$ cat config.mk
export PLATFORM = sky130hd
export DESIGN_NAME = cp_ctx_seq
export DESIGN_NICKNAME = d
export VERILOG_FILES = /design/src/rtl/cp_ctx_pkg.sv /design/src/rtl/cp_ctx_decode.sv /design/src/rtl/cp_ctx_fmtchk.sv /design/src/rtl/cp_ctx_walker.sv /design/src/rtl/cp_ctx_seq.sv
export SDC_FILE = /design/constraint.sdc
export NUM_CORES = 1
export LEC_CHECK = 0
export ABC_AREA = 1
export BUFFER_PORTS_ARGS = -buffer_cell sky130_fd_sc_hd__buf_2
export CAP_MARGIN = 10
export CORE_MARGIN = 5
export CORE_UTILIZATION = 40
export DETAILED_ROUTE_END_ITERATION = 10
export GPL_TIMING_DRIVEN = 0
export PLACE_DENSITY = 0.71
export SYNTH_ARGS = -nofsm -noshare
export SYNTH_HDL_FRONTEND = slang
export SYNTH_HIERARCHICAL = 1
export SYNTH_SLANG_ARGS = --single-unit
$ cat constraint.sdc
create_clock -name clk -period 3.27 [get_ports clk]
set_input_delay 0.1635 -clock clk [delete_from_list [all_inputs] [get_ports clk]]
set_output_delay 0.1635 -clock clk [all_outputs]
set_load 0.05 [all_outputs]
$ cat src/rtl/cp_ctx_pkg.sv
package cp_ctx_pkg;

    localparam int DATA_W          = 32;
    localparam int FMT_W           = 16;
    localparam int WORD_CNT_W      = 6;
    localparam int BYTES_PER_WORD  = 4;

    localparam logic [7:0]        CODE_NOT_READY = 8'h02;
    localparam logic [DATA_W-1:0] ABORT_MASK     = 32'h0000_0001;

    typedef enum logic [1:0] {
        SEL_CTRL    = 2'd0,
        SEL_SAVE    = 2'd1,
        SEL_RESTORE = 2'd2,
        SEL_OPERAND = 2'd3
    } cir_sel_e;

    typedef enum logic [1:0] {
        OP_NONE,
        OP_SAVE,
        OP_RESTORE
    } op_kind_e;

    typedef enum logic [1:0] {
        FMT_VALID,
        FMT_NOT_READY,
        FMT_INVALID
    } fmt_class_e;

    typedef struct packed {
        fmt_class_e            cls;
        logic [WORD_CNT_W-1:0] words;
        logic [FMT_W-1:0]      word;
    } fmt_info_t;

    typedef enum logic [3:0] {
        ST_IDLE,
        ST_PRIV,
        ST_SPOLL,
        ST_SFMT,
        ST_RFETCH,
        ST_RPOLL,
        ST_XFER,
        ST_ABORT,
        ST_FERR,
        ST_PERR,
        ST_DONE
    } state_e;

    function automatic fmt_class_e classify(input logic [FMT_W-1:0] w);
        if (w[15:8] == CODE_NOT_READY)
            return FMT_NOT_READY;
        if (w[15:8] < 8'h02 || w[1:0] != 2'b00)
            return FMT_INVALID;
        return FMT_VALID;
    endfunction

endpackage

$ cat src/rtl/cp_ctx_decode.sv
module cp_ctx_decode
    import cp_ctx_pkg::*;
#(
    parameter logic [2:0] CP_ID = 3'd1
) (
    input  logic [15:0] opcode_i,
    output op_kind_e    kind_o
);

    logic line_hit;

    assign line_hit = (opcode_i[15:12] == 4'hF) && (opcode_i[11:9] == CP_ID);

    always_comb begin
        kind_o = OP_NONE;
        if (line_hit) begin
            unique case (opcode_i[8:6])
                3'b100:  kind_o = OP_SAVE;
                3'b101:  kind_o = OP_RESTORE;
                default: kind_o = OP_NONE;
            endcase
        end
    end

endmodule

$ cat src/rtl/cp_ctx_fmtchk.sv
module cp_ctx_fmtchk
    import cp_ctx_pkg::*;
(
    input  logic [DATA_W-1:0] rdata_i,
    output fmt_info_t         info_o
);

    always_comb begin
        info_o.word  = rdata_i[FMT_W-1:0];
        info_o.cls   = classify(rdata_i[FMT_W-1:0]);
        info_o.words = rdata_i[7:2];
    end

endmodule

$ cat src/rtl/cp_ctx_walker.sv
module cp_ctx_walker
    import cp_ctx_pkg::*;
#(
    parameter int ADDR_W = 32
) (
    input  logic                  clk,
    input  logic                  rst,
    input  logic                  load_i,
    input  logic                  step_i,
    input  logic [ADDR_W-1:0]     base_i,
    input  logic [WORD_CNT_W-1:0] words_i,
    output logic [ADDR_W-1:0]     ptr_o,
    output logic                  none_o,
    output logic                  last_o
);

    logic [WORD_CNT_W-1:0] left_q;

    always_ff @(posedge clk) begin
        if (rst) begin
            ptr_o  <= '0;
            left_q <= '0;
        end else if (load_i) begin
            ptr_o  <= base_i + ADDR_W'(BYTES_PER_WORD);
            left_q <= words_i;
        end else if (step_i) begin
            ptr_o  <= ptr_o + ADDR_W'(BYTES_PER_WORD);
            left_q <= left_q - 1'b1;
        end
    end

    assign none_o = (left_q == '0);
    assign last_o = (left_q == WORD_CNT_W'(1));


    step_nonzero_chk: assert property (@(posedge clk) disable iff (rst)
        step_i |-> (left_q != '0));

endmodule

$ cat src/rtl/cp_ctx_seq.sv
module cp_ctx_seq
    import cp_ctx_pkg::*;
#(
    parameter int         ADDR_W   = 32,
    parameter int         POLL_MAX = 4,
    parameter logic [2:0] CP_ID    = 3'd1
) (
    input  logic              clk,
    input  logic              rst,
    input  logic              start_i,
    input  logic [15:0]       opcode_i,
    input  logic              super_i,
    input  logic [ADDR_W-1:0] ea_i,
    output logic              cir_rd_o,
    output logic              cir_wr_o,
    output logic [1:0]        cir_sel_o,
    output logic [31:0]       cir_wdata_o,
    input  logic [31:0]       cir_rdata_i,
    output logic              mem_rd_o,
    output logic              mem_wr_o,
    output logic [ADDR_W-1:0] mem_addr_o,
    output logic [31:0]       mem_wdata_o,
    input  logic [31:0]       mem_rdata_i,
    output logic              done_o,
    output logic              priv_err_o,
    output logic              fmt_err_o,
    output logic              proto_err_o
);

    localparam int PW = $clog2(POLL_MAX + 1);

    state_e            state;
    op_kind_e          kind, kind_q;
    fmt_info_t         info;
    logic [ADDR_W-1:0] ea_q, ptr;
    logic [FMT_W-1:0]  fmt_q;
    logic [PW-1:0]     polls;
    logic              polling, fmt_ok, w_none, w_last;

    cp_ctx_decode #(.CP_ID(CP_ID)) u_decode (
        .opcode_i (opcode_i),
        .kind_o   (kind)
    );

    cp_ctx_fmtchk u_fmtchk (
        .rdata_i (cir_rdata_i),
        .info_o  (info)
    );

    assign polling = (state == ST_SPOLL) || (state == ST_RPOLL);
    assign fmt_ok  = polling && (info.cls == FMT_VALID);

    cp_ctx_walker #(.ADDR_W(ADDR_W)) u_walker (
        .clk     (clk),
        .rst     (rst),
        .load_i  (fmt_ok),
        .step_i  (state == ST_XFER),
        .base_i  (ea_q),
        .words_i (info.words),
        .ptr_o   (ptr),
        .none_o  (w_none),
        .last_o  (w_last)
    );

    always_ff @(posedge clk) begin
        if (rst) begin
            state  <= ST_IDLE;
            kind_q <= OP_NONE;
            ea_q   <= '0;
            fmt_q  <= '0;
            polls  <= '0;
        end else begin
            unique case (state)
                ST_IDLE: begin
                    if (start_i && kind != OP_NONE) begin
                        kind_q <= kind;
                        ea_q   <= ea_i;
                        polls  <= '0;
                        if (!super_i)            state <= ST_PRIV;
                        else if (kind == OP_SAVE) state <= ST_SPOLL;
                        else                     state <= ST_RFETCH;
                    end
                end
                ST_SPOLL, ST_RPOLL: begin
                    unique case (info.cls)
                        FMT_NOT_READY: begin
                            if (polls == PW'(POLL_MAX - 1)) state <= ST_PERR;
                            else                            polls <= polls + 1'b1;
                        end
                        FMT_INVALID: state <= ST_ABORT;
                        default: begin
                            fmt_q <= info.word;
                            if (kind_q == OP_SAVE)      state <= ST_SFMT;
                            else if (info.words == '0)  state <= ST_DONE;
                            else                        state <= ST_XFER;
                        end
                    endcase
                end
                ST_SFMT:   state <= w_none ? ST_DONE : ST_XFER;
                ST_RFETCH: state <= ST_RPOLL;
                ST_XFER:   if (w_last) state <= ST_DONE;
                ST_ABORT:  state <= ST_FERR;
                default:   state <= ST_IDLE;
            endcase
        end
    end

    always_comb begin
        cir_rd_o    = 1'b0;
        cir_wr_o    = 1'b0;
        cir_sel_o   = SEL_CTRL;
        cir_wdata_o = '0;
        mem_rd_o    = 1'b0;
        mem_wr_o    = 1'b0;
        mem_addr_o  = '0;
        mem_wdata_o = '0;
        done_o      = 1'b0;
        priv_err_o  = 1'b0;
        fmt_err_o   = 1'b0;
        proto_err_o = 1'b0;
        unique case (state)
            ST_SPOLL: begin
                cir_rd_o  = 1'b1;
                cir_sel_o = SEL_SAVE;
            end
            ST_RPOLL: begin
                cir_rd_o  = 1'b1;
                cir_sel_o = SEL_RESTORE;
            end
            ST_SFMT: begin
                mem_wr_o    = 1'b1;
                mem_addr_o  = ea_q;
                mem_wdata_o = {16'h0, fmt_q};
            end
            ST_RFETCH: begin
                mem_rd_o    = 1'b1;
                mem_addr_o  = ea_q;
                cir_wr_o    = 1'b1;
                cir_sel_o   = SEL_RESTORE;
                cir_wdata_o = {16'h0, mem_rdata_i[FMT_W-1:0]};
            end
            ST_XFER: begin
                mem_addr_o = ptr;
                cir_sel_o  = SEL_OPERAND;
                if (kind_q == OP_SAVE) begin
                    cir_rd_o    = 1'b1;
                    mem_wr_o    = 1'b1;
                    mem_wdata_o = cir_rdata_i;
                end else begin
                    mem_rd_o    = 1'b1;
                    cir_wr_o    = 1'b1;
                    cir_wdata_o = mem_rdata_i;
                end
            end
            ST_ABORT: begin
                cir_wr_o    = 1'b1;
                cir_sel_o   = SEL_CTRL;
                cir_wdata_o = ABORT_MASK;
            end
            ST_PRIV: priv_err_o  = 1'b1;
            ST_FERR: fmt_err_o   = 1'b1;
            ST_PERR: proto_err_o = 1'b1;
            ST_DONE: done_o      = 1'b1;
            default: ;
        endcase
    end


    priv_no_cir_chk: assert property (@(posedge clk) disable iff (rst)
        priv_err_o |-> (!cir_rd_o && !cir_wr_o && $past(!cir_rd_o && !cir_wr_o)));


    abort_before_ferr_chk: assert property (@(posedge clk) disable iff (rst)
        fmt_err_o |-> $past(cir_wr_o && cir_sel_o == SEL_CTRL && cir_wdata_o == ABORT_MASK));


    proto_after_read_chk: assert property (@(posedge clk) disable iff (rst)
        proto_err_o |-> $past(cir_rd_o));


    pulse_excl_chk: assert property (@(posedge clk) disable iff (rst)
        $onehot0({done_o, priv_err_o, fmt_err_o, proto_err_o}));


    mem_port_excl_chk: assert property (@(posedge clk) disable iff (rst)
        !(mem_rd_o && mem_wr_o));


    addr_step_chk: assert property (@(posedge clk) disable iff (rst)
        (state == ST_XFER && $past(state) == ST_XFER)
            |-> (mem_addr_o == $past(mem_addr_o) + ADDR_W'(BYTES_PER_WORD)));

endmodule

==> impl_metrics.json, run 1 <==
{
  "layout_min_cycle_time_ps": 2850,
  "r2r.worst_path.cells": 20,
  "critical_path.startpoint_type": "flop",
  "worst_r2r_startpoint": "state[1]$_SDFFE_PP0P_",
  "cts.hold.buffers_added": 0,
  "crit_path_cell_trace": "inv_2, nor2_2, nand2_1, nand2_2, inv_4, nor2_1, buf_6, buf_6, nand2_1, nand2_2, ha_1, nand2_1, nor2_1, nand2_2, nor2_2, nand2_1, nand2_1, nand3_1, nand2_1, inv_1",
  "overflow": 0,
  "fp.dieH_um": 139,
  "fin_skew_ps": 9.72,
  "num_antenna_cells": 0,
  "max-cap-violations": 0,
  "cts_tree": "built",
  "worst_slew_pin_slew_ps": 623,
  "residual_drc": 0,
  "clockBufferDepth": 2,
  "crit_path_top_delay_cell": "sky130_fd_sc_hd__dfxtp_1",
  "finalHoldWorstSlack_ps": 20.0,
  "count_of_flip_flops_with_a_built_in_enable_after_synthesis": 0,
  "die-width_um": 139,
  "synth.yosys.seq_area_share_pct": 28.6,
  "critical_path.max_fanout": 10,
  "worst_path_arrival_time_ps": 3100,
  "dr.pass1.iters": 5,
  "worst_setup_path_end_kind": "flop",
  "place_congestion": 0.983,
  "initialDrtViolationCount": 570,
  "track_usage_pct": 22.6,
  "synth_area_leader_cell": "sky130_fd_sc_hd__dfxtp_1",
  "critical-path-top-delay-family": "simple AND/OR/NAND/NOR gates",
  "clock_latency_ps": 360,
  "crit_type": "reg2reg",
  "postCtsResizedCells": 0,
  "critical_path_required_ps": 3530,
  "vias": 7664,
  "synth_most_common_cell": "sky130_fd_sc_hd__nand2_1",
  "fillers": 1773,
  "cpMostUsedCell": "sky130_fd_sc_hd__nand2_1",
  "floorplan.io_pins": 222,
  "grt_pass1_vias": 6969,
  "final_util_pct": 50.5,
  "area_growth_syn_to_layout_pct": 25.1,
  "multi_input_comb_area_um2": 3910,
  "met3WireLength_mm": 1.87,
  "slew_violations": 0,
  "grt_max_degree": 17,
  "synth.cells.most_frequent": "301 x sky130_fd_sc_hd__nand2_1, 243 x sky130_fd_sc_hd__nor2_1, 110 x sky130_fd_sc_hd__o21ai_0",
  "finalNetCount": 1462,
  "final_area_um2": 8320,
  "worst_hold_path_type": "in2reg",
  "hold_path_startpoint": "ea_i[27]",
  "ctsHtreeMaxLevel": 3,
  "clock-sinks": 95,
  "maxClockFrequency_mhz": 351,
  "hpwlAfterDp_mm": 17.9,
  "buffer_ports.inserted": 215,
  "rsz0062_at_grt": "no",
  "clk_pin_slew_ps": 70,
  "rows": 47,
  "post_cts_buffers": 0,
  "dieArea_um2": 19300,
  "global_route_wire_length_before_repair_mm": 35.9,
  "cell_area_after_synthesis_um2": 6650,
  "cts-buffers-inserted": 9,
  "synth.lib_cells_used.distinct": 43,
  "routedLengthMet1_mm": 10.4,
  "postRouteWirelength_mm": 22.7,
  "core_um2": 16500,
  "detail_route.vias_per_cell": 4.90,
  "maxUsedRoutingLayer": "met4",
  "placement.cell_area_um2": 8000,
  "drtAntennaViolNets": 0,
  "setup-tns-final_ps": 0,
  "syn_inst": 1112,
  "effective_utilization_at_floorplan_pct": 40.4,
  "clockRootBuffer": "sky130_fd_sc_hd__clkbuf_16",
  "irDropWorstVdd_v": 0.000289,
  "slowest_delay_ps": 420,
  "yosys_warnings": 6,
  "ys_ff_latch": 95,
  "post_drt_wl_per_cell_um": 14.5,
  "p_leak_nw": 4.32,
  "worst_case_headroom_to_the_max_slew_limit_pct": 58.5,
  "finalSetupViolations": 0,
  "synth_top_cells_by_area": "sky130_fd_sc_hd__dfxtp_1 29%, sky130_fd_sc_hd__nand2_1 17%, sky130_fd_sc_hd__nor2_1 14%, sky130_fd_sc_hd__o21ai_0 8.3%, sky130_fd_sc_hd__inv_1 4.9%",
  "final_layout_size_suffix_gt1_share_pct": 27.0,
  "synth_async_sr_flop_share_pct": 0,
  "cp.buffers_inverters": 5,
  "avgSynthCellArea_um2": 5.98,
  "mappedNetlistNets": 1236,
  "timing.critical_path.depth": 20,
  "min_delay_path_depth": 3,
  "postSynth.topFlopCell": "sky130_fd_sc_hd__dfxtp_1",
  "crit_path_start": "state[1]$_SDFFE_PP0P_",
  "seq_area_um2": 1900,
  "antenna_found_initial": 0,
  "finalHoldViolations": 0,
  "power.density_cell_area_nw_per_um2": 304,
  "synth_largest_type_area_fraction_pct": 28.6,
  "run_status": "finished, final reports clean",
  "routed-wl-met2_mm": 9.94,
  "timing.final.crit_share_pct": 87.0
}
==> flip-flops by register name, indices dropped and copies added, names as in the netlist <==
signal / cells
ea_q: 32
u_walker/ptr_o: 32
fmt_q: 16
u_walker/left_q: 6
state: 4
polls: 3
kind_q: 2
==> layout make-up <==
class	count	area share [%]
plain buffers	73	5.58
well taps	220	3.31
clock inverters	5	0.767
multi-input cells	847	47.0
flip-flops and latches	95	22.9
repair buffers	215	12.9
clock buffers	11	3.04
inverters	97	4.50
==> cell usage in the layout, fill, tap and decap left out, types with 2 or more instances in the layout <==
cell and instances:
sky130_fd_sc_hd__buf_1 3, sky130_fd_sc_hd__inv_2 8, sky130_fd_sc_hd__dfxtp_1 95, sky130_fd_sc_hd__nor2_2 43
sky130_fd_sc_hd__nor3_1 3, sky130_fd_sc_hd__nor2_1 243, sky130_fd_sc_hd__a21oi_1 18, sky130_fd_sc_hd__nand2_1 301
sky130_fd_sc_hd__nor2_4 5, sky130_fd_sc_hd__clkbuf_16 9, sky130_fd_sc_hd__a31oi_1 3, sky130_fd_sc_hd__buf_2 227
sky130_fd_sc_hd__clkbuf_1 24, sky130_fd_sc_hd__inv_6 2, sky130_fd_sc_hd__o21ai_1 10, sky130_fd_sc_hd__xnor2_1 5
sky130_fd_sc_hd__buf_4 22, sky130_fd_sc_hd__a32o_1 16, sky130_fd_sc_hd__or2_1 2, sky130_fd_sc_hd__buf_6 8
sky130_fd_sc_hd__inv_1 86, sky130_fd_sc_hd__nand3_1 35, sky130_fd_sc_hd__o21ai_0 110, sky130_fd_sc_hd__ha_1 8
sky130_fd_sc_hd__xor2_1 7, sky130_fd_sc_hd__o21bai_1 3, sky130_fd_sc_hd__clkbuf_8 2, sky130_fd_sc_hd__nand2_2 24
==> layer usage <==
metal	track usage (%)	vias up
met2	35.3	303
li1	-	3901
met5	0	-
met1	31.6	3423
met3	4.69	37
met4	6.28	0
==> per-stage QoR <==
step,setup slack (ps),power [mW],instances
final,424,2.53,1563
after global routing,217,2.61,1563
after CTS,460,2.54,1563
after detailed placement,272,1.42,1547
after global placement,316,1.42,1547
after floorplan,969,1.32,1112
==> cells by family after synthesis <==
logic type	after synthesis	synth area share, %
xor gates and xnor gates	12	1.58
DFF	95	28.6
and+or+nand+nor	663	41.8
AOI/OAI and AO/OA	164	13.9
buffers and inverters	170	12.6
adders and majority gates	8	1.51
==> worst reg2reg max path: stages, from the launching register on <==
cell                      delay [ps]
sky130_fd_sc_hd__dfxtp_1         420
sky130_fd_sc_hd__inv_2            90
sky130_fd_sc_hd__nor2_2          100
sky130_fd_sc_hd__nand2_1          70
sky130_fd_sc_hd__nand2_2         150
sky130_fd_sc_hd__inv_4            90
sky130_fd_sc_hd__nor2_1          150
sky130_fd_sc_hd__buf_6           180
sky130_fd_sc_hd__buf_6           160
sky130_fd_sc_hd__nand2_1          70
sky130_fd_sc_hd__nand2_2         110
sky130_fd_sc_hd__ha_1            230
sky130_fd_sc_hd__nand2_1          90
sky130_fd_sc_hd__nor2_1          150
sky130_fd_sc_hd__nand2_2         150
sky130_fd_sc_hd__nor2_2          210
sky130_fd_sc_hd__nand2_1          80
sky130_fd_sc_hd__nand2_1          50
sky130_fd_sc_hd__nand3_1         110
sky130_fd_sc_hd__nand2_1          80
sky130_fd_sc_hd__inv_1            30
==> worst paths after layout <==
kind                                          end  slack, ps
setup reg to reg  u_walker/ptr_o[30]$_SDFFE_PP0N_        420
hold reg to reg             polls[2]$_SDFFE_PP0P_        490
setup / recovery  u_walker/ptr_o[30]$_SDFFE_PP0N_        420
hold / removal              ea_q[27]$_SDFFE_PP0P_         20
==> report_power, final <==
part	internal, mW	switching (mW)	total [mW]
logic	0.0965	0.135	0.232
clock network	0.642	0.486	1.13
registers	1.16	0.00430	1.17
total	1.90	0.626	2.53
Note: power is estimated with default switching activity, not from simulation.
==> run 2: changes to the inputs <==
--- a/config.mk
+++ b/config.mk
@@ -13,6 +13,7 @@
 export DETAILED_ROUTE_END_ITERATION = 10
 export GPL_TIMING_DRIVEN = 0
 export PLACE_DENSITY = 0.71
+export RECOVER_POWER = 100
 export SYNTH_ARGS = -nofsm -noshare
 export SYNTH_HDL_FRONTEND = slang
 export SYNTH_HIERARCHICAL = 1
==> run 2 against run 1 <==
  * Via count shrank 1.3%
  * Final cell count is the same
  * Wire length grew 0.28%
  * Clock-buffer cell count is the same
  * Critical path depth shrank 12
  * First-iteration DRC count grew 9.3%
  * Final area shrank 2.3%
  * Global-route usage is the same
  * Non-clock buffer count is the same
  * Combinational power is essentially flat
  * Register-to-register slack lost 97 ps
  * Highest routed layer unchanged
==> impl_metrics.json, run 2 (synthesized netlist as in run 1, its figures left out) <==
{
  "post_drt_wl_per_cell_um": 14.5,
  "clock-sinks": 95,
  "irDropWorstVdd_v": 0.000287,
  "hold_path_startpoint": "ea_i[27]",
  "critical_path.max_fanout": 10,
  "global_route_wire_length_before_repair_mm": 35.9,
  "finalSetupViolations": 0,
  "effective_utilization_at_floorplan_pct": 40.4,
  "routedLengthMet1_mm": 10.7,
  "hold_end": "ea_q[27]$_SDFFE_PP0P_",
  "finalNetCount": 1462,
  "worst_path_arrival_time_ps": 2780,
  "grt_max_degree": 17,
  "num_antenna_cells": 0,
  "place_congestion": 0.983,
  "dr.pass1.iters": 5,
  "drtAntennaViolNets": 0,
  "ctsHtreeMaxLevel": 3,
  "clockRootBuffer": "sky130_fd_sc_hd__clkbuf_16",
  "buffer_ports.inserted": 215,
  "floorplan.io_pins": 222,
  "totalPowerFinal_mw": 2.52,
  "vias": 7568,
  "cts-buffers-inserted": 9,
  "maxUsedRoutingLayer": "met4",
  "power.density_cell_area_nw_per_um2": 310,
  "clk_pin_slew_ps": 70,
  "post_cts_buffers": 0,
  "max-cap-violations": 0,
  "final_area_um2": 8130,
  "crit_type": "reg2out",
  "worstReg2RegEnd": "u_walker/ptr_o[30]$_SDFFE_PP0N_",
  "layout_min_cycle_time_ps": 2940,
  "initialDrtViolationCount": 623,
  "place_ws_ps": 272,
  "p_leak_nw": 3.85,
  "core_um2": 16500,
  "critical_path.startpoint_type": "flop",
  "overflow": 0,
  "min_delay_path_depth": 3,
  "worst_setup_path_end_kind": "output pin",
  "placement.cell_area_um2": 8000,
  "cts_tree": "built",
  "clock_latency_ps": 360,
  "worst_case_headroom_to_the_max_slew_limit_pct": 49.9,
  "fin_skew_ps": 9.46,
  "r2r.worst_path.cells": 20,
  "fillers": 1847,
  "final_util_pct": 49.4,
  "area_growth_syn_to_layout_pct": 22.2,
  "routed-wl-met2_mm": 10.0,
  "clockBufferDepth": 2,
  "final_layout_size_suffix_gt1_share_pct": 18.3,
  "die-width_um": 139,
  "antenna_found_initial": 0,
  "most_common_cell_after_layout_fill_and_taps_aside": "sky130_fd_sc_hd__nand2_1",
  "reg2reg_setup_slack_ps": 330,
  "slew_violations": 0,
  "track_usage_pct": 22.6,
  "worst_hold_path_type": "in2reg",
  "cts.hold.buffers_added": 0,
  "residual_drc": 0,
  "setup-tns-final_ps": 0,
  "met3WireLength_mm": 1.55,
  "rsz0062_at_grt": "no",
  "rows": 47,
  "final-instance-count-excl-fill": 1563,
  "dp_cells": 1547,
  "layout_common_cells": "302 x sky130_fd_sc_hd__nand2_1, 253 x sky130_fd_sc_hd__nor2_1, 125 x sky130_fd_sc_hd__clkbuf_1, 119 x sky130_fd_sc_hd__buf_2, 110 x sky130_fd_sc_hd__o21ai_0",
  "postCtsResizedCells": 0,
  "finalHoldViolations": 0,
  "seq_area_um2": 1900,
  "largest_registers": "ea_q (32), u_walker/ptr_o (32), fmt_q (16)",
  "timing.final.crit_share_pct": 90.0,
  "critical_path_required_ps": 3110,
  "worst_slew_pin_slew_ps": 749,
  "fp.dieH_um": 139,
  "multi_input_comb_area_um2": 3850,
  "detail_route.vias_per_cell": 4.84,
  "maxClockFrequency_mhz": 340,
  "hpwlAfterDp_mm": 17.9,
  "grt_pass1_vias": 6969,
  "run_status": "finished, final reports clean",
  "setup_slack_ps": 327,
  "postRouteWirelength_mm": 22.7,
  "worst_r2r_startpoint": "state[1]$_SDFFE_PP0P_",
  "finalHoldWorstSlack_ps": 21.8,
  "dieArea_um2": 19300
}
==> run 2: critical path: stages (launching register included) <==
cell	delay, ps
sky130_fd_sc_hd__dfxtp_1	420
sky130_fd_sc_hd__inv_2	90
sky130_fd_sc_hd__nor2_2	100
sky130_fd_sc_hd__nand2_1	170
sky130_fd_sc_hd__inv_2	180
sky130_fd_sc_hd__clkbuf_1	460
sky130_fd_sc_hd__nand2_1	300
sky130_fd_sc_hd__nand2_1	210
sky130_fd_sc_hd__clkbuf_1	490
==> run 2: power by group <==
part	switching [mW]	leakage (nW)	internal [mW]	total, mW
clock	0.486	0.153	0.642	1.13
sequential	0.00433	0.765	1.16	1.17
combinational	0.134	2.94	0.0943	0.229
==> run 2: worst max path at each step <==
stage / startpoint / endpoint / slack [ps] / cells past startpoint
final: state[1]$_SDFFE_PP0P_ / cir_rd_o / 330 / 8
after floorplan: cir_rdata_i[13] / u_walker/ptr_o[22]$_SDFFE_PP0N_ / 970 / 22
after global routing: state[0]$_SDFFE_PP0P_ / mem_addr_o[15] / 110 / 7
after CTS: state[1]$_SDFFE_PP0P_ / u_walker/ptr_o[30]$_SDFFE_PP0N_ / 460 / 20
after global placement: cir_rdata_i[10] / u_walker/ptr_o[30]$_SDFFE_PP0N_ / 320 / 23
after detailed placement: cir_rdata_i[10] / u_walker/ptr_o[30]$_SDFFE_PP0N_ / 270 / 23
==> run 2: layout make-up <==
cell class | instances | area share (%)
multi-input cells | 847 | 47.4
flip-flops and latches | 95 | 23.4
repair buffers | 215 | 11.8
plain buffers | 73 | 5.49
inverters | 97 | 4.60
well taps | 220 | 3.39
clock buffers | 11 | 3.11
clock inverters | 5 | 0.785
==> run 2: layer usage <==
layer | up-vias | global-route usage [%]
met5 | - | 0
met4 | 0 | 6.28
met3 | 37 | 4.69
met2 | 256 | 35.3
met1 | 3381 | 31.6
li1 | 3894 | -
==> run 3: changes to the inputs <==
--- a/config.mk
+++ b/config.mk
@@ -13,7 +13,7 @@
 export DETAILED_ROUTE_END_ITERATION = 10
 export GPL_TIMING_DRIVEN = 0
 export PLACE_DENSITY = 0.71
-export RECOVER_POWER = 100
+export RECOVER_POWER = 50
 export SYNTH_ARGS = -nofsm -noshare
 export SYNTH_HDL_FRONTEND = slang
 export SYNTH_HIERARCHICAL = 1
==> run 3 against run 2 <==
  * Critical path depth stayed put
  * Fmax is 1.5% higher
  * Core utilization is 0.65 points higher
  * Setup slack better by 43 ps
  * Critical path type unchanged
  * Critical endpoint is now mem_addr_o[15]
  * Clock skew is 1.8 ps lower
  * Sequential share of layout area is 0.30 points lower
  * Wire length is 0.32% lower
  * Register-to-register slack better by 70 ps
==> impl_metrics.json, run 3 (synthesized netlist as in run 1, its figures left out) <==
{
  "effective_utilization_at_floorplan_pct": 40.4,
  "ctsHtreeMaxLevel": 3,
  "netSwitchingFraction_pct": 24.8,
  "slew_violations": 0,
  "clock-sinks": 95,
  "num_antenna_cells": 0,
  "timing.final.crit_share_pct": 88.7,
  "finalNetCount": 1462,
  "setup-tns-final_ps": 0,
  "r2r.worst_path.cells": 20,
  "postRouteWirelength_mm": 22.6,
  "postCtsResizedCells": 0,
  "track_usage_pct": 22.6,
  "critical_path.startpoint_type": "flop",
  "totalPowerFinal_mw": 2.52,
  "rsz0062_at_grt": "no",
  "fp.dieH_um": 139,
  "initialDrtViolationCount": 591,
  "worst_case_headroom_to_the_max_slew_limit_pct": 50.1,
  "grt_max_degree": 17,
  "area_growth_syn_to_layout_pct": 23.8,
  "layout_common_cells": "302 x sky130_fd_sc_hd__nand2_1, 246 x sky130_fd_sc_hd__nor2_1, 187 x sky130_fd_sc_hd__buf_2, 110 x sky130_fd_sc_hd__o21ai_0, 95 x sky130_fd_sc_hd__dfxtp_1",
  "cts.hold.buffers_added": 0,
  "clock_latency_ps": 360,
  "place_congestion": 0.983,
  "clockBufferDepth": 2,
  "floorplan.io_pins": 222,
  "finalHoldWorstSlack_ps": 22.2,
  "hpwlAfterDp_mm": 17.9,
  "rows": 47,
  "seq_power_share_pct": 46.2,
  "post_drt_wl_per_cell_um": 14.5,
  "finalSetupViolations": 0,
  "drtAntennaViolNets": 0,
  "vias": 7643,
  "worst_hold_path_type": "in2reg",
  "internal_power_mw": 1.90,
  "detail_route.vias_per_cell": 4.89,
  "place_ws_ps": 272,
  "irDropWorstVdd_v": 0.000290,
  "run_status": "finished, final reports clean",
  "max-cap-violations": 0,
  "antenna_found_initial": 0,
  "clockRootBuffer": "sky130_fd_sc_hd__clkbuf_16",
  "final_layout_size_suffix_gt1_share_pct": 23.4,
  "core_um2": 16500,
  "finalHoldViolations": 0,
  "final_util_pct": 50.0,
  "layout_min_cycle_time_ps": 2900,
  "cts-buffers-inserted": 9,
  "post_cts_buffers": 0,
  "grt_pass1_vias": 6969,
  "buffer_ports.inserted": 215,
  "p_leak_nw": 4.12,
  "min_delay_path_depth": 3,
  "worst_setup_path_end_kind": "output pin",
  "fin_skew_ps": 7.64,
  "power.density_cell_area_nw_per_um2": 307,
  "power.combinational.fraction_pct": 9.1,
  "dieArea_um2": 19300,
  "most_common_cell_after_layout_fill_and_taps_aside": "sky130_fd_sc_hd__nand2_1",
  "residual_drc": 0,
  "setup_slack_ps": 370,
  "dr.pass1.iters": 5,
  "critical_path.max_fanout": 10,
  "critical_path_required_ps": 3110,
  "largest_registers": "ea_q (32), u_walker/ptr_o (32), fmt_q (16)",
  "clk_pin_slew_ps": 70,
  "cts_tree": "built",
  "worst_path_arrival_time_ps": 2740,
  "worst_slew_pin_slew_ps": 749,
  "die-width_um": 139,
  "clkPwrFrac_pct": 44.7,
  "crit_type": "reg2out",
  "maxClockFrequency_mhz": 345,
  "switching_power_mw": 0.625,
  "overflow": 0,
  "global_route_wire_length_before_repair_mm": 35.9
}
-- run 3: metrics by stage --
step	cells	cell area, µm²
2_1_floorplan	1112	6650
3_3_place_gp	1547	8000
3_5_place_dp	1547	8000
4_1_cts	1563	8320
5_1_grt	1563	8240
6_report	1563	8240
-- run 3: final timing paths --
| path | startpoint | endpoint | slack, ps |
|---|---|---|---|
| worst min-delay path | ea_i[27] | ea_q[27]$_SDFFE_PP0P_ | 20 |
| worst min register to register | polls[2]$_SDFFE_PP0P_ | polls[2]$_SDFFE_PP0P_ | 490 |
| worst max register to register | state[1]$_SDFFE_PP0P_ | u_walker/ptr_o[30]$_SDFFE_PP0N_ | 400 |
| worst max-delay path | state[2]$_SDFFE_PP0P_ | mem_addr_o[15] | 370 |
-- run 3: critical path: stages, from the launching register on --
cell and delay, ps:
sky130_fd_sc_hd__dfxtp_1 330, sky130_fd_sc_hd__inv_1 110, sky130_fd_sc_hd__nand2_1 100, sky130_fd_sc_hd__nor2_1 470, sky130_fd_sc_hd__clkbuf_1 480, sky130_fd_sc_hd__buf_2 370
sky130_fd_sc_hd__o21ai_0 130, sky130_fd_sc_hd__nand2_1 110, sky130_fd_sc_hd__buf_2 270
-- run 3: cell type report --
class	instances	area (µm²)
buffer	73	449
clock buffer	11	253
clock inverter	5	63.8
fill	1800	8230
inverter	97	374
multi-input combinational	847	3890
sequential	95	1900
tap	220	275
timing repair buffer	215	1030
-- run 3: power groups by stage --
stage                     Combinational, mW  Sequential, mW  Clock, mW
after global placement                0.227            1.19          0
after global routing                  0.252            1.17       1.19
final                                 0.230            1.17       1.13
after CTS                             0.230            1.17       1.15
after floorplan                       0.123            1.19          0
after detailed placement              0.229            1.19          0
-- run 3: metal layers --
metal	vias up	part of all wire, %	track usage, %
met3	32	7.1	4.69
met2	275	44	35.3
met4	0	1.9	6.28
met1	3436	47	31.6
li1	3900	-	-
met5	-	0	0
